[config.mk]
export PLATFORM = sky130hd
export DESIGN_NAME = wsr_bank
export DESIGN_NICKNAME = d
export VERILOG_FILES = /design/src/rtl/wsr_pkg.sv /design/src/rtl/wsr_decode.sv /design/src/rtl/wsr_window.sv /design/src/rtl/wsr_bank.sv
export SDC_FILE = /design/constraint.sdc
export NUM_CORES = 1
export LEC_CHECK = 0
export BUFFER_PORTS_ARGS = -buffer_cell sky130_fd_sc_hd__buf_4
export CELL_PAD_IN_SITES_DETAIL_PLACEMENT = 0
export CELL_PAD_IN_SITES_GLOBAL_PLACEMENT = 2
export CORE_UTILIZATION = 27
export DETAILED_ROUTE_END_ITERATION = 8
export HOLD_SLACK_MARGIN = 0.12
export PLACE_DENSITY_LB_ADDON = 0.08
export SLEW_MARGIN = 20
export SYNTH_ARGS = -nofsm -noshare
export SYNTH_HDL_FRONTEND = slang
export SYNTH_SLANG_ARGS = --single-unit
[constraint.sdc]
create_clock -name clk -period 1.4 [get_ports clk]
set_input_delay 0.21 -clock clk [delete_from_list [all_inputs] [get_ports clk]]
set_output_delay 0.21 -clock clk [all_outputs]
set_load 0.005 [all_outputs]
[src/rtl/wsr_pkg.sv]
package wsr_pkg;
  // Field codes presented on wr_field
  typedef enum logic [2:0] {
    FLD_ORIGIN = 3'd0,
    FLD_EXTENT = 3'd1,
    FLD_BASE   = 3'd2,
    FLD_ALPHA  = 3'd3,
    FLD_KEY    = 3'd4,
    FLD_CTRL   = 3'd5
  } wsr_field_e;

  // Second coordinate of a pair starts here in the data word
  localparam int WSR_Y_LSB      = 16;
  localparam int WSR_CTRL_EN    = 0;
  localparam int WSR_CTRL_PROT  = 1;
endpackage

[src/rtl/wsr_decode.sv]
module wsr_decode #(
  parameter int NUM_WIN   = 5,
  parameter int WIN_IDX_W = 3
) (
  input  logic                 wr_en,
  input  logic [WIN_IDX_W-1:0] wr_win,
  output logic [NUM_WIN-1:0]   win_we
);
  // One strobe per window; indices past the last window hit nothing
  for (genvar i = 0; i < NUM_WIN; i++) begin : g_sel
    assign win_we[i] = wr_en && (wr_win == WIN_IDX_W'(i));
  end
endmodule

[src/rtl/wsr_window.sv]
module wsr_window
  import wsr_pkg::*;
#(
  parameter int POS_W     = 12,
  parameter int ADDR_W    = 32,
  parameter int ALPHA_W   = 12,
  parameter int KEY_W     = 24,
  parameter int DATA_W    = 32,
  parameter bit HAS_BLEND = 1'b1
) (
  input  logic               clk,
  input  logic               rst_n,
  input  logic               we,
  input  logic [2:0]         field,
  input  logic [DATA_W-1:0]  data,
  input  logic               vsync,
  output logic [POS_W-1:0]   act_x,
  output logic [POS_W-1:0]   act_y,
  output logic [POS_W-1:0]   act_w,
  output logic [POS_W-1:0]   act_h,
  output logic [ADDR_W-1:0]  act_base,
  output logic [ALPHA_W-1:0] act_alpha,
  output logic [KEY_W-1:0]   act_key,
  output logic               act_en,
  output logic               prot,
  output logic               pend
);
  localparam int YH = WSR_Y_LSB + POS_W - 1;

  logic [POS_W-1:0]  stg_x_q, stg_y_q, stg_w_q, stg_h_q;
  logic [POS_W-1:0]  stg_x_d, stg_y_d, stg_w_d, stg_h_d;
  logic [ADDR_W-1:0] stg_base_q, stg_base_d;
  logic              stg_en_q, stg_en_d;
  logic              prot_q, prot_d, pend_q, pend_d;
  logic [POS_W-1:0]  act_x_q, act_y_q, act_w_q, act_h_q;
  logic [ADDR_W-1:0] act_base_q;
  logic              act_en_q;
  logic              xfer, blend_fld, accept;

  assign xfer      = vsync && !prot_q;
  assign blend_fld = (field == FLD_ALPHA) || (field == FLD_KEY);
  assign accept    = we && (field <= FLD_CTRL) && (HAS_BLEND || !blend_fld);

  always_comb begin
    stg_x_d    = stg_x_q;
    stg_y_d    = stg_y_q;
    stg_w_d    = stg_w_q;
    stg_h_d    = stg_h_q;
    stg_base_d = stg_base_q;
    stg_en_d   = stg_en_q;
    prot_d     = prot_q;
    case (field)
      FLD_ORIGIN: begin
        stg_x_d = data[POS_W-1:0];
        stg_y_d = data[YH:WSR_Y_LSB];
      end
      FLD_EXTENT: begin
        stg_w_d = data[POS_W-1:0];
        stg_h_d = data[YH:WSR_Y_LSB];
      end
      FLD_BASE: stg_base_d = data[ADDR_W-1:0];
      FLD_CTRL: begin
        stg_en_d = data[WSR_CTRL_EN];
        prot_d   = data[WSR_CTRL_PROT];
      end
      default: ;
    endcase
    pend_d = accept | (pend_q & ~xfer);
  end

  // Staging copy: enabled by an accepted write
  always_ff @(posedge clk or negedge rst_n) begin
    if (!rst_n) begin
      stg_x_q    <= '0;
      stg_y_q    <= '0;
      stg_w_q    <= '0;
      stg_h_q    <= '0;
      stg_base_q <= '0;
      stg_en_q   <= 1'b0;
      prot_q     <= 1'b0;
    end else if (accept) begin
      stg_x_q    <= stg_x_d;
      stg_y_q    <= stg_y_d;
      stg_w_q    <= stg_w_d;
      stg_h_q    <= stg_h_d;
      stg_base_q <= stg_base_d;
      stg_en_q   <= stg_en_d;
      prot_q     <= prot_d;
    end
  end

  // Live copy: enabled by an unprotected vsync
  always_ff @(posedge clk or negedge rst_n) begin
    if (!rst_n) begin
      act_x_q    <= '0;
      act_y_q    <= '0;
      act_w_q    <= '0;
      act_h_q    <= '0;
      act_base_q <= '0;
      act_en_q   <= 1'b0;
    end else if (xfer) begin
      act_x_q    <= stg_x_q;
      act_y_q    <= stg_y_q;
      act_w_q    <= stg_w_q;
      act_h_q    <= stg_h_q;
      act_base_q <= stg_base_q;
      act_en_q   <= stg_en_q;
    end
  end

  always_ff @(posedge clk or negedge rst_n) begin
    if (!rst_n) pend_q <= 1'b0;
    else        pend_q <= pend_d;
  end

  if (HAS_BLEND) begin : g_blend
    logic [ALPHA_W-1:0] stg_a_q, act_a_q;
    logic [KEY_W-1:0]   stg_k_q, act_k_q;
    logic               a_we, k_we;
    assign a_we = we && (field == FLD_ALPHA);
    assign k_we = we && (field == FLD_KEY);
    always_ff @(posedge clk or negedge rst_n) begin
      if (!rst_n)    stg_a_q <= '0;
      else if (a_we) stg_a_q <= data[ALPHA_W-1:0];
    end
    always_ff @(posedge clk or negedge rst_n) begin
      if (!rst_n)    stg_k_q <= '0;
      else if (k_we) stg_k_q <= data[KEY_W-1:0];
    end
    always_ff @(posedge clk or negedge rst_n) begin
      if (!rst_n) begin
        act_a_q <= '0;
        act_k_q <= '0;
      end else if (xfer) begin
        act_a_q <= stg_a_q;
        act_k_q <= stg_k_q;
      end
    end
    assign act_alpha = act_a_q;
    assign act_key   = act_k_q;
  end else begin : g_noblend
    assign act_alpha = '0;
    assign act_key   = '0;
  end

  assign act_x    = act_x_q;
  assign act_y    = act_y_q;
  assign act_w    = act_w_q;
  assign act_h    = act_h_q;
  assign act_base = act_base_q;
  assign act_en   = act_en_q;
  assign prot     = prot_q;
  assign pend     = pend_q;
endmodule

[src/rtl/wsr_bank.sv]
module wsr_bank #(
  parameter int NUM_WIN   = 5,
  parameter int POS_W     = 12,
  parameter int ADDR_W    = 32,
  parameter int ALPHA_W   = 12,
  parameter int KEY_W     = 24,
  parameter int DATA_W    = 32,
  localparam int WIN_IDX_W = $clog2(NUM_WIN)
) (
  input  logic                            clk,
  input  logic                            rst_n,
  input  logic                            wr_en,
  input  logic [WIN_IDX_W-1:0]            wr_win,
  input  logic [2:0]                      wr_field,
  input  logic [DATA_W-1:0]               wr_data,
  input  logic                            vsync,
  output logic [NUM_WIN-1:0]              win_en,
  output logic [NUM_WIN-1:0]              win_protect,
  output logic [NUM_WIN-1:0]              win_pending,
  output logic [NUM_WIN-1:0][POS_W-1:0]   win_x,
  output logic [NUM_WIN-1:0][POS_W-1:0]   win_y,
  output logic [NUM_WIN-1:0][POS_W-1:0]   win_w,
  output logic [NUM_WIN-1:0][POS_W-1:0]   win_h,
  output logic [NUM_WIN-1:0][ADDR_W-1:0]  win_base,
  output logic [NUM_WIN-1:0][ALPHA_W-1:0] win_alpha,
  output logic [NUM_WIN-1:0][KEY_W-1:0]   win_key
);
  logic [NUM_WIN-1:0] win_we;

  wsr_decode #(.NUM_WIN(NUM_WIN), .WIN_IDX_W(WIN_IDX_W)) u_dec (
    .wr_en  (wr_en),
    .wr_win (wr_win),
    .win_we (win_we)
  );

  // Window 0 is built without blend alpha and colour key
  for (genvar i = 0; i < NUM_WIN; i++) begin : g_win
    wsr_window #(
      .POS_W(POS_W), .ADDR_W(ADDR_W), .ALPHA_W(ALPHA_W),
      .KEY_W(KEY_W), .DATA_W(DATA_W), .HAS_BLEND(i != 0)
    ) u_win (
      .clk       (clk),
      .rst_n     (rst_n),
      .we        (win_we[i]),
      .field     (wr_field),
      .data      (wr_data),
      .vsync     (vsync),
      .act_x     (win_x[i]),
      .act_y     (win_y[i]),
      .act_w     (win_w[i]),
      .act_h     (win_h[i]),
      .act_base  (win_base[i]),
      .act_alpha (win_alpha[i]),
      .act_key   (win_key[i]),
      .act_en    (win_en[i]),
      .prot      (win_protect[i]),
      .pend      (win_pending[i])
    );
  end
endmodule

# == Word level (Yosys, flattened, before mapping) ==
# Cells that the tools add are included.
# word_totals
elab_cells,164
out_inout_bits,595
regBits,1108
# op_classes
reduce_logical,53
eq_ne,9
bitwise,15
magnitude_cmp,1
# ops
operator,n
AND reduction 2 bit,20
logical AND 1 bit,24
"== test 3 x 2 -> 1 bit, second input constant",4
"== test 3 bit, second input constant",3
"== test 3 x 1 -> 1 bit, second input constant",2
zero test 1 bit,6
zero test 3 bit,2
bitwise AND 1 bit,5
inverter 1 bit,5
OR 1 bit,5
"<= comparator 3 bit, second input constant",1
logical OR 1 bit,1

# == Depth between registers and ports, before layout ==
# Gate-level depths: netlist of run 1.
# logic_depth
depth_word,5
mapped_depth,5

# == Hierarchy ==
# From an unflattened synthesis of run 1, not the netlist that was laid out.
# unflattened
cells_unflattened,2418
area_unflattened_um2,42052.8
# by_module_without_submodules
mod,n_inst,area_each_um2,cells_each,seq_area_each_um2
wsr_window at g_win[1].u_win ...,4,8872.3,506,5905.7
wsr_window at g_win[0].u_win,1,6500.0,389,4103.9
wsr_decode,1,63.8,5,0.0

# == Worst setup path before layout of run 1 ==
# No wires, ideal clock.
# synth_path
path_type,register to register
start,register g_win[4].u_win.prot_q
end,register g_win[4].u_win.act_base_q[0]
slack_ns,-0.127
synth_period_minus_slack_ns,1.527
n_path_buf,3
setup_time_ns,0.125
required_time_ns,1.275
path_stages_with_launch,6
arrival_time_ns,1.402
path_cell_list,dfrtp_1 > nor2b_1 > clkbuf_1 > buf_2 > buf_2 > mux2_2
# synth_via
elab_chain_len,2
# synth_lines
element,line_no,text
start: declaration,wsr_window.sv:34,"logic prot_q, prot_d, pend_q, pend_d;"
start signal: assignment,wsr_window.sv:88,prot_q <= prot_d;
zero test 1 bit,wsr_window.sv:40,assign xfer = vsync && !prot_q;
logical AND 1 bit,wsr_window.sv:40,
end signal: assignment,wsr_window.sv:106,act_base_q <= stg_base_q;
end: declaration,wsr_window.sv:36,logic [ADDR_W-1:0] act_base_q;
# No other way between the ends.
# A chain may end at the register's enable or synchronous reset.

# == Final worst setup path of run 1 ==
# layout_path
start,register g_win[1].u_win.prot_q
end,register g_win[1].u_win.act_y_q[4]
# layout_via
elab_chain_len,2
# layout_lines
element,line_no,text
start: declaration,wsr_window.sv:34,
start signal: assignment,wsr_window.sv:88,
zero test 1 bit,wsr_window.sv:40,
logical AND 1 bit,wsr_window.sv:40,
end signal: assignment,wsr_window.sv:103,act_y_q <= stg_y_q;
end: declaration,wsr_window.sv:35,"logic [POS_W-1:0] act_x_q, act_y_q, act_w_q, act_h_q;"
# No other way between the ends.

==> results.json, run 1 <==
{
  "hold_viol_final": 0,
  "placed_cells": 5128,
  "io_pins": 637,
  "gp_congestion": 0.744,
  "fmax_mhz": 611,
  "placed_cell_area_mm2": 0.0502,
  "cts_sinks": 1108,
  "relSlewSlack": 0.483,
  "peakVddDrop_mv": 0.876,
  "clk_pin_slew_ps": 60,
  "critPathMaxFanout": 8,
  "yosysWarnings": 0,
  "routed_wl_mm": 148,
  "whs_ps": 135,
  "numCtsBuffers": 136,
  "ys_seq_elements": 1108,
  "grt_use_met1": 0.239,
  "setup_violations": 1028,
  "tightest_slew_ps": 773,
  "finalInstanceArea_mm2": 0.0619,
  "clk_latency_ps": 760,
  "grt_usage": 0.183,
  "violations": "setup timing",
  "maxCapViolCount": 0,
  "dieArea_mm2": 0.157,
  "hold_class": "in2reg",
  "drive_gt1_frac": 0.670,
  "finClkSkew_ps": 34.5,
  "use_met3": 0.0466,
  "grt_pass1_vias": 26900,
  "drc": 0,
  "wl_per_cell_um": 26.0,
  "gr-usage-met2": 0.294,
  "synthTopCellsByArea": "dfrtp_1, mux2_2, buf_4",
  "yosysUniqueCellTypes": 26,
  "routed_via_density": 4.39,
  "start_util": 0.272,
  "post-route-period-util": 1.17,
  "grt_pass1_wl_mm": 204,
  "syn_area_per_cell_um2": 16.8,
  "core-area_mm2": 0.154,
  "cp.required_ps": 2040,
  "powerDensity_mw_per_mm2": 1570,
  "firstDrtPassIters": 4,
  "io_buffer_count": 600,
  "p_leak_nw": 30.9,
  "place_ws_ps": -568,
  "outcome": "complete, but fails checks",
  "nFillCells": 14200,
  "synthCells": 2486,
  "synth_top_area_frac": 0.662,
  "clockBufferDepth": 3,
  "tritoncts": "done",
  "area_growth_pct": 47.8,
  "rows": 144,
  "antenna_found_initial": 18,
  "dp_hpwl_mm": 95.6,
  "cp.arrival_ps": 2270,
  "multiInputGateArea_mm2": 0.0143,
  "worst_slack_ps": -237,
  "drt-initial-drc-count": 744,
  "rsz0062_at_grt": "yes",
  "layout.cells.non_filler": 5718,
  "cts_htree_levels": 4,
  "end_kind": "flip-flop",
  "start_kind": "flip-flop",
  "fp.dieW_um": 396,
  "die_h_um": 396,
  "final-seq-area_mm2": 0.0278,
  "vias": 25100,
  "clock-root-buffer": "clkbuf_16",
  "ant_nets": 0,
  "synthesis.area_mm2": 0.0419,
  "grt_max_degree": 73,
  "grt-busiest-layer": "met2",
  "seq_area_frac_synth": 0.662,
  "timing_max_transition_violations_final": 0,
  "fin_crit_ps": 1640,
  "final_nets": 3609,
  "overflow": 0,
  "path_class": "reg2reg",
  "post-synth-top-area-cell": "dfrtp_1"
}
==> synth_stat cells <==
cell type  number
nand3b_1        2
nand4b_1        2
nor2b_1         4
nand2_1         9
nand2_2        14
buf_6          19
mux2_2       1103
nor3b_2         3
nand2b_1        2
nor2_1          8
a22o_1          2
clkbuf_2        4
nor4b_4         1
dfrtp_1      1108
buf_2          69
o21ai_0         3
conb_1          1
mux2i_1         1
and4b_1         1
buf_4          67
nor3_2          1
nand4bb_1       3
inv_1           3
buf_1           9
clkbuf_1       44
and4bb_2        3
==> state kept, by name, summed over array words and instances (netlist names), 48 cells and up <==
signal / cells
g_win.u_win.act_h: 60
g_win.u_win.act_x: 60
g_win.u_win.g_blend.stg_a_q: 48
g_win.u_win.act_alpha: 48
g_win.u_win.act_key: 96
g_win.u_win.stg_y_q: 60
g_win.u_win.g_blend.stg_k_q: 96
g_win.u_win.act_base: 160
g_win.u_win.stg_w_q: 60
g_win.u_win.act_y: 60
g_win.u_win.stg_h_q: 60
g_win.u_win.stg_base_q: 160
g_win.u_win.act_w: 60
g_win.u_win.stg_x_q: 60
==> stage by stage <==
step	utilization	setup TNS, ps	total power, mW
after detailed placement	0.326	-245520	56.1
after global placement	0.326	-238340	55.7
after CTS	0.386	-182070	96.8
after floorplan	-	-13490	45.9
final	0.402	-119290	97.4
after global routing	0.402	-185450	102
==> cells by family after synthesis <==
family	after synthesis	synth area share
muxes	1104	0.297
other	1	0.0000896
DFF	1108	0.662
buffers and inverters	215	0.0309
AOI/OAI and AO/OA	5	0.000777
and+or+nand+nor	53	0.00894
==> cell type report <==
cell class                 instances  area share
antenna                            3    0.000121
tap                             2044      0.0413
inverter                           3    0.000182
sequential                      1108       0.449
clock buffer                     213      0.0674
multi-input combinational       1198       0.231
clock inverter                    29     0.00576
timing repair buffer            1120       0.205
==> placed cells by master (no fill, tap or decap), types with 4 or more instances in the layout <==
cell type / synthesis / final
dfrtp_1: 1108 / 1060
mux2_2: 1103 / 771
buf_6: 19 / 582
buf_4: 67 / 342
mux2_4: 0 / 332
clkbuf_16: 0 / 161
buf_12: 0 / 89
dfrtp_2: 0 / 48
dlygate4sd3_1: 0 / 48
clkbuf_1: 44 / 37
conb_1: 1 / 36
clkbuf_8: 0 / 33
buf_16: 0 / 20
nand2_2: 14 / 19
buf_8: 0 / 19
clkinv_2: 0 / 13
nor2_1: 8 / 7
bufinv_16: 0 / 6
nor2b_4: 0 / 4
nand2_1: 9 / 4
inv_6: 0 / 4
==> routing by layer <==
metal / share of wire / wire length, um
met3: 0.059 / 8710
met5: 0.00040 / 59
met2: 0.47 / 70100
met1: 0.44 / 65400
met4: 0.028 / 4110
==> power by group <==
group          total [mW]  leakage (nW)  internal (mW)  switching [mW]
combinational        20.8          14.0           13.7            7.16
clock                35.4          2.22           21.5            13.8
sequential           41.2          14.7           37.3            3.98
total                97.4          30.9           72.5            25.0
==> critical path: stages, from the launching register on <==
cell and delay, ps:
dfrtp_1 400, buf_6 130, nor2b_4 160, buf_6 130
buf_16 170, clkbuf_16 200, mux2_4 300
==> path summary, 6_finish.rpt <==
kind,slack [ps],start,to,depth (start not counted)
max in group asynchronous,40,rst_n,g_win[0].u_win.act_y[9],3
worst min-delay path,140,wr_en,g_win[2].u_win.pend,4
min in group asynchronous,180,rst_n,g_win[1].u_win.act_base[17],3
worst max register to register,-240,g_win[1].u_win.prot,g_win[1].u_win.act_y[4],6
worst max-delay path,-240,g_win[1].u_win.prot,g_win[1].u_win.act_y[4],6
worst min register to register,470,g_win[0].u_win.stg_base_q[13],g_win[0].u_win.act_base[13],1
==> repair_timing <==
| action | 4_1_cts | 5_1_grt |
|---|---|---|
| setup buffers | 154 | 114 |
| gates cloned | 18 | 21 |
| endpoints found under the setup margin | 916 | 1350 |
| endpoints found under the hold margin | 1680 | 18 |
| pin swaps | 0 | 3 |
| gates resized for setup | 725 | 332 |
| hold buffers | 48 | 4 |
No activity file was read; power rests on OpenSTA's default activity.
==> run 2: changes to the inputs <==
clock period = 1.75 ns   (was 1.4 ns; I/O delays follow)
==> run 2 against run 1 <==
Compared with the run above: the flow now finishes without violations; die area stayed put; count of clock-buffer cells in the layout is 11 lower; sequential share of layout area is 6.3 points higher; cell count is 6.7% lower; clock power is 23% lower; combinational power is 46% lower; final area is 13% lower; power is 27% lower; clock skew is 10 ps lower; critical path type is now in2reg; largest cell class unchanged.
==> results.json, run 2 (synthesis results as in run 1) <==
{
  "ant_nets": 0,
  "timing_max_transition_violations_final": 0,
  "start_kind": "input pin",
  "highest_layer": "met5",
  "r2r_setup_slack_ps": 190,
  "whs_ps": 185,
  "tightest_slew_ps": 648,
  "routed_via_density": 4.39,
  "layout_commonest_cell": "dfrtp_1",
  "antenna_found_initial": 20,
  "place_ws_ps": -48.7,
  "hold_viol_final": 0,
  "powerDensity_mw_per_mm2": 1320,
  "grt_pass1_wl_mm": 195,
  "final_nets": 3227,
  "path_class": "in2reg",
  "gp_congestion": 0.727,
  "cts_sinks": 1108,
  "clk_latency_ps": 730,
  "clock-root-buffer": "clkbuf_16",
  "fin_crit_ps": 1740,
  "wl_per_cell_um": 25.5,
  "clockBufferDepth": 3,
  "area_growth_pct": 29.3,
  "grt_usage": 0.174,
  "relSlewSlack": 0.568,
  "p_leak_nw": 27.1,
  "hold_class": "in2reg",
  "rows": 144,
  "cp.required_ps": 2370,
  "drt-initial-drc-count": 751,
  "overflow": 0,
  "fmax_mhz": 574,
  "post-route-period-util": 0.995,
  "finClkSkew_ps": 24.5,
  "setup_violations": 0,
  "start_util": 0.272,
  "vias": 23400,
  "io_pins": 637,
  "clk_pin_slew_ps": 50,
  "critPathMaxFanout": 12,
  "routed_wl_mm": 136,
  "io_buffer_count": 600,
  "end_kind": "flip-flop",
  "drive_gt1_frac": 0.622,
  "drt-met1-wl_mm": 57.1,
  "grt_pass1_vias": 25600,
  "final_cell_mix": "dfrtp_1, mux2_2, buf_4",
  "firstDrtPassIters": 4,
  "die_h_um": 396,
  "dieArea_mm2": 0.157,
  "cts_htree_levels": 4,
  "r2r_start": "g_win[2].u_win.prot",
  "cp-startpoint": "wr_field[2]",
  "worst_slack_ps": 8.03,
  "drc": 0,
  "maxCapViolCount": 0,
  "tritoncts": "done",
  "dp_hpwl_mm": 92.9,
  "fp.dieW_um": 396,
  "numCtsBuffers": 133,
  "met2_length_mm": 67.7,
  "outcome": "finished clean",
  "core-area_mm2": 0.154,
  "wl_met3_mm": 8.23,
  "grt_max_degree": 115,
  "cp.arrival_ps": 2360,
  "peakVddDrop_mv": 0.614,
  "min-delay-start": "wr_data[6]"
}
## run 2: changes by cell type in the layout (fill, tap and decap cells not counted), sizes merged
cell,change
clkinv,+5
dlygate4sd3,-16
bufinv,+1
buf,-343
clkbuf,-29
clkinvlp,-2
diode,+3
inv,-2
dlymetal6s4s,-2
## run 2: path summary, 6_finish.rpt
kind,endpoint,depth (start not counted)
min in group asynchronous,g_win[3].u_win.act_h[3],3
max reg2reg,g_win[2].u_win.act_base[31],3
min reg2reg,g_win[1].u_win.act_base[26],1
min,g_win[3].u_win.g_blend.stg_k_q[6],2
max in group asynchronous,g_win[2].u_win.stg_h_q[4],3
max,g_win[4].u_win.g_blend.stg_a_q[3],6
## run 2: what timing repair did
item,4_1_cts,5_1_grt
hold buffers,32,0
setup buffers,0,0
hold endpoints to repair,1355,0
endpoints found under the setup margin,0,9
resized for setup,0,2
## run 2: routing by layer
metal  GRT usage  vias up
li1            -    10100
met1       0.218    12600
met2       0.294      561
met3      0.0471      174
met4      0.0465       12
met5           0        -
## run 2: worst max-delay path: stages
cell,delay [ps]
dlygate4sd3_1,610
buf_4,210
nand3b_1,410
nor2_1,240
buf_4,260
mux2_2,360
## run 2: cell type report
| cell class | count | area [um^2] |
|---|---|---|
| fill | 14800 | 99900 |
| sequential | 1108 | 27700 |
| inverter | 3 | 11.3 |
| multi-input combinational | 1198 | 13000 |
| clock buffer | 202 | 3980 |
| antenna | 6 | 15.0 |
| clock inverter | 31 | 357 |
| timing repair buffer | 741 | 6450 |
| tap | 2044 | 2560 |
## run 2: report_power, final
part	switching (mW)	internal (mW)
logic	4.63	6.63
registers	2.78	29.7
clock network	10.8	16.7
total	18.2	53.0
## run 2: per-stage QoR
step / total power [mW] / std cells / TNS [ps] / util / area (um^2)
global placement: 44.3 / 5062 / -2250 / 0.321 / 49400
finish: 71.2 / 5333 / 0 / 0.351 / 54100
global route: 74.8 / 5328 / -0.846 / 0.351 / 54100
detailed placement: 44.6 / 5062 / -1510 / 0.321 / 49400
CTS: 72.8 / 5327 / 0 / 0.351 / 54100
floorplan: 36.7 / 2521 / 0 / - / 42000
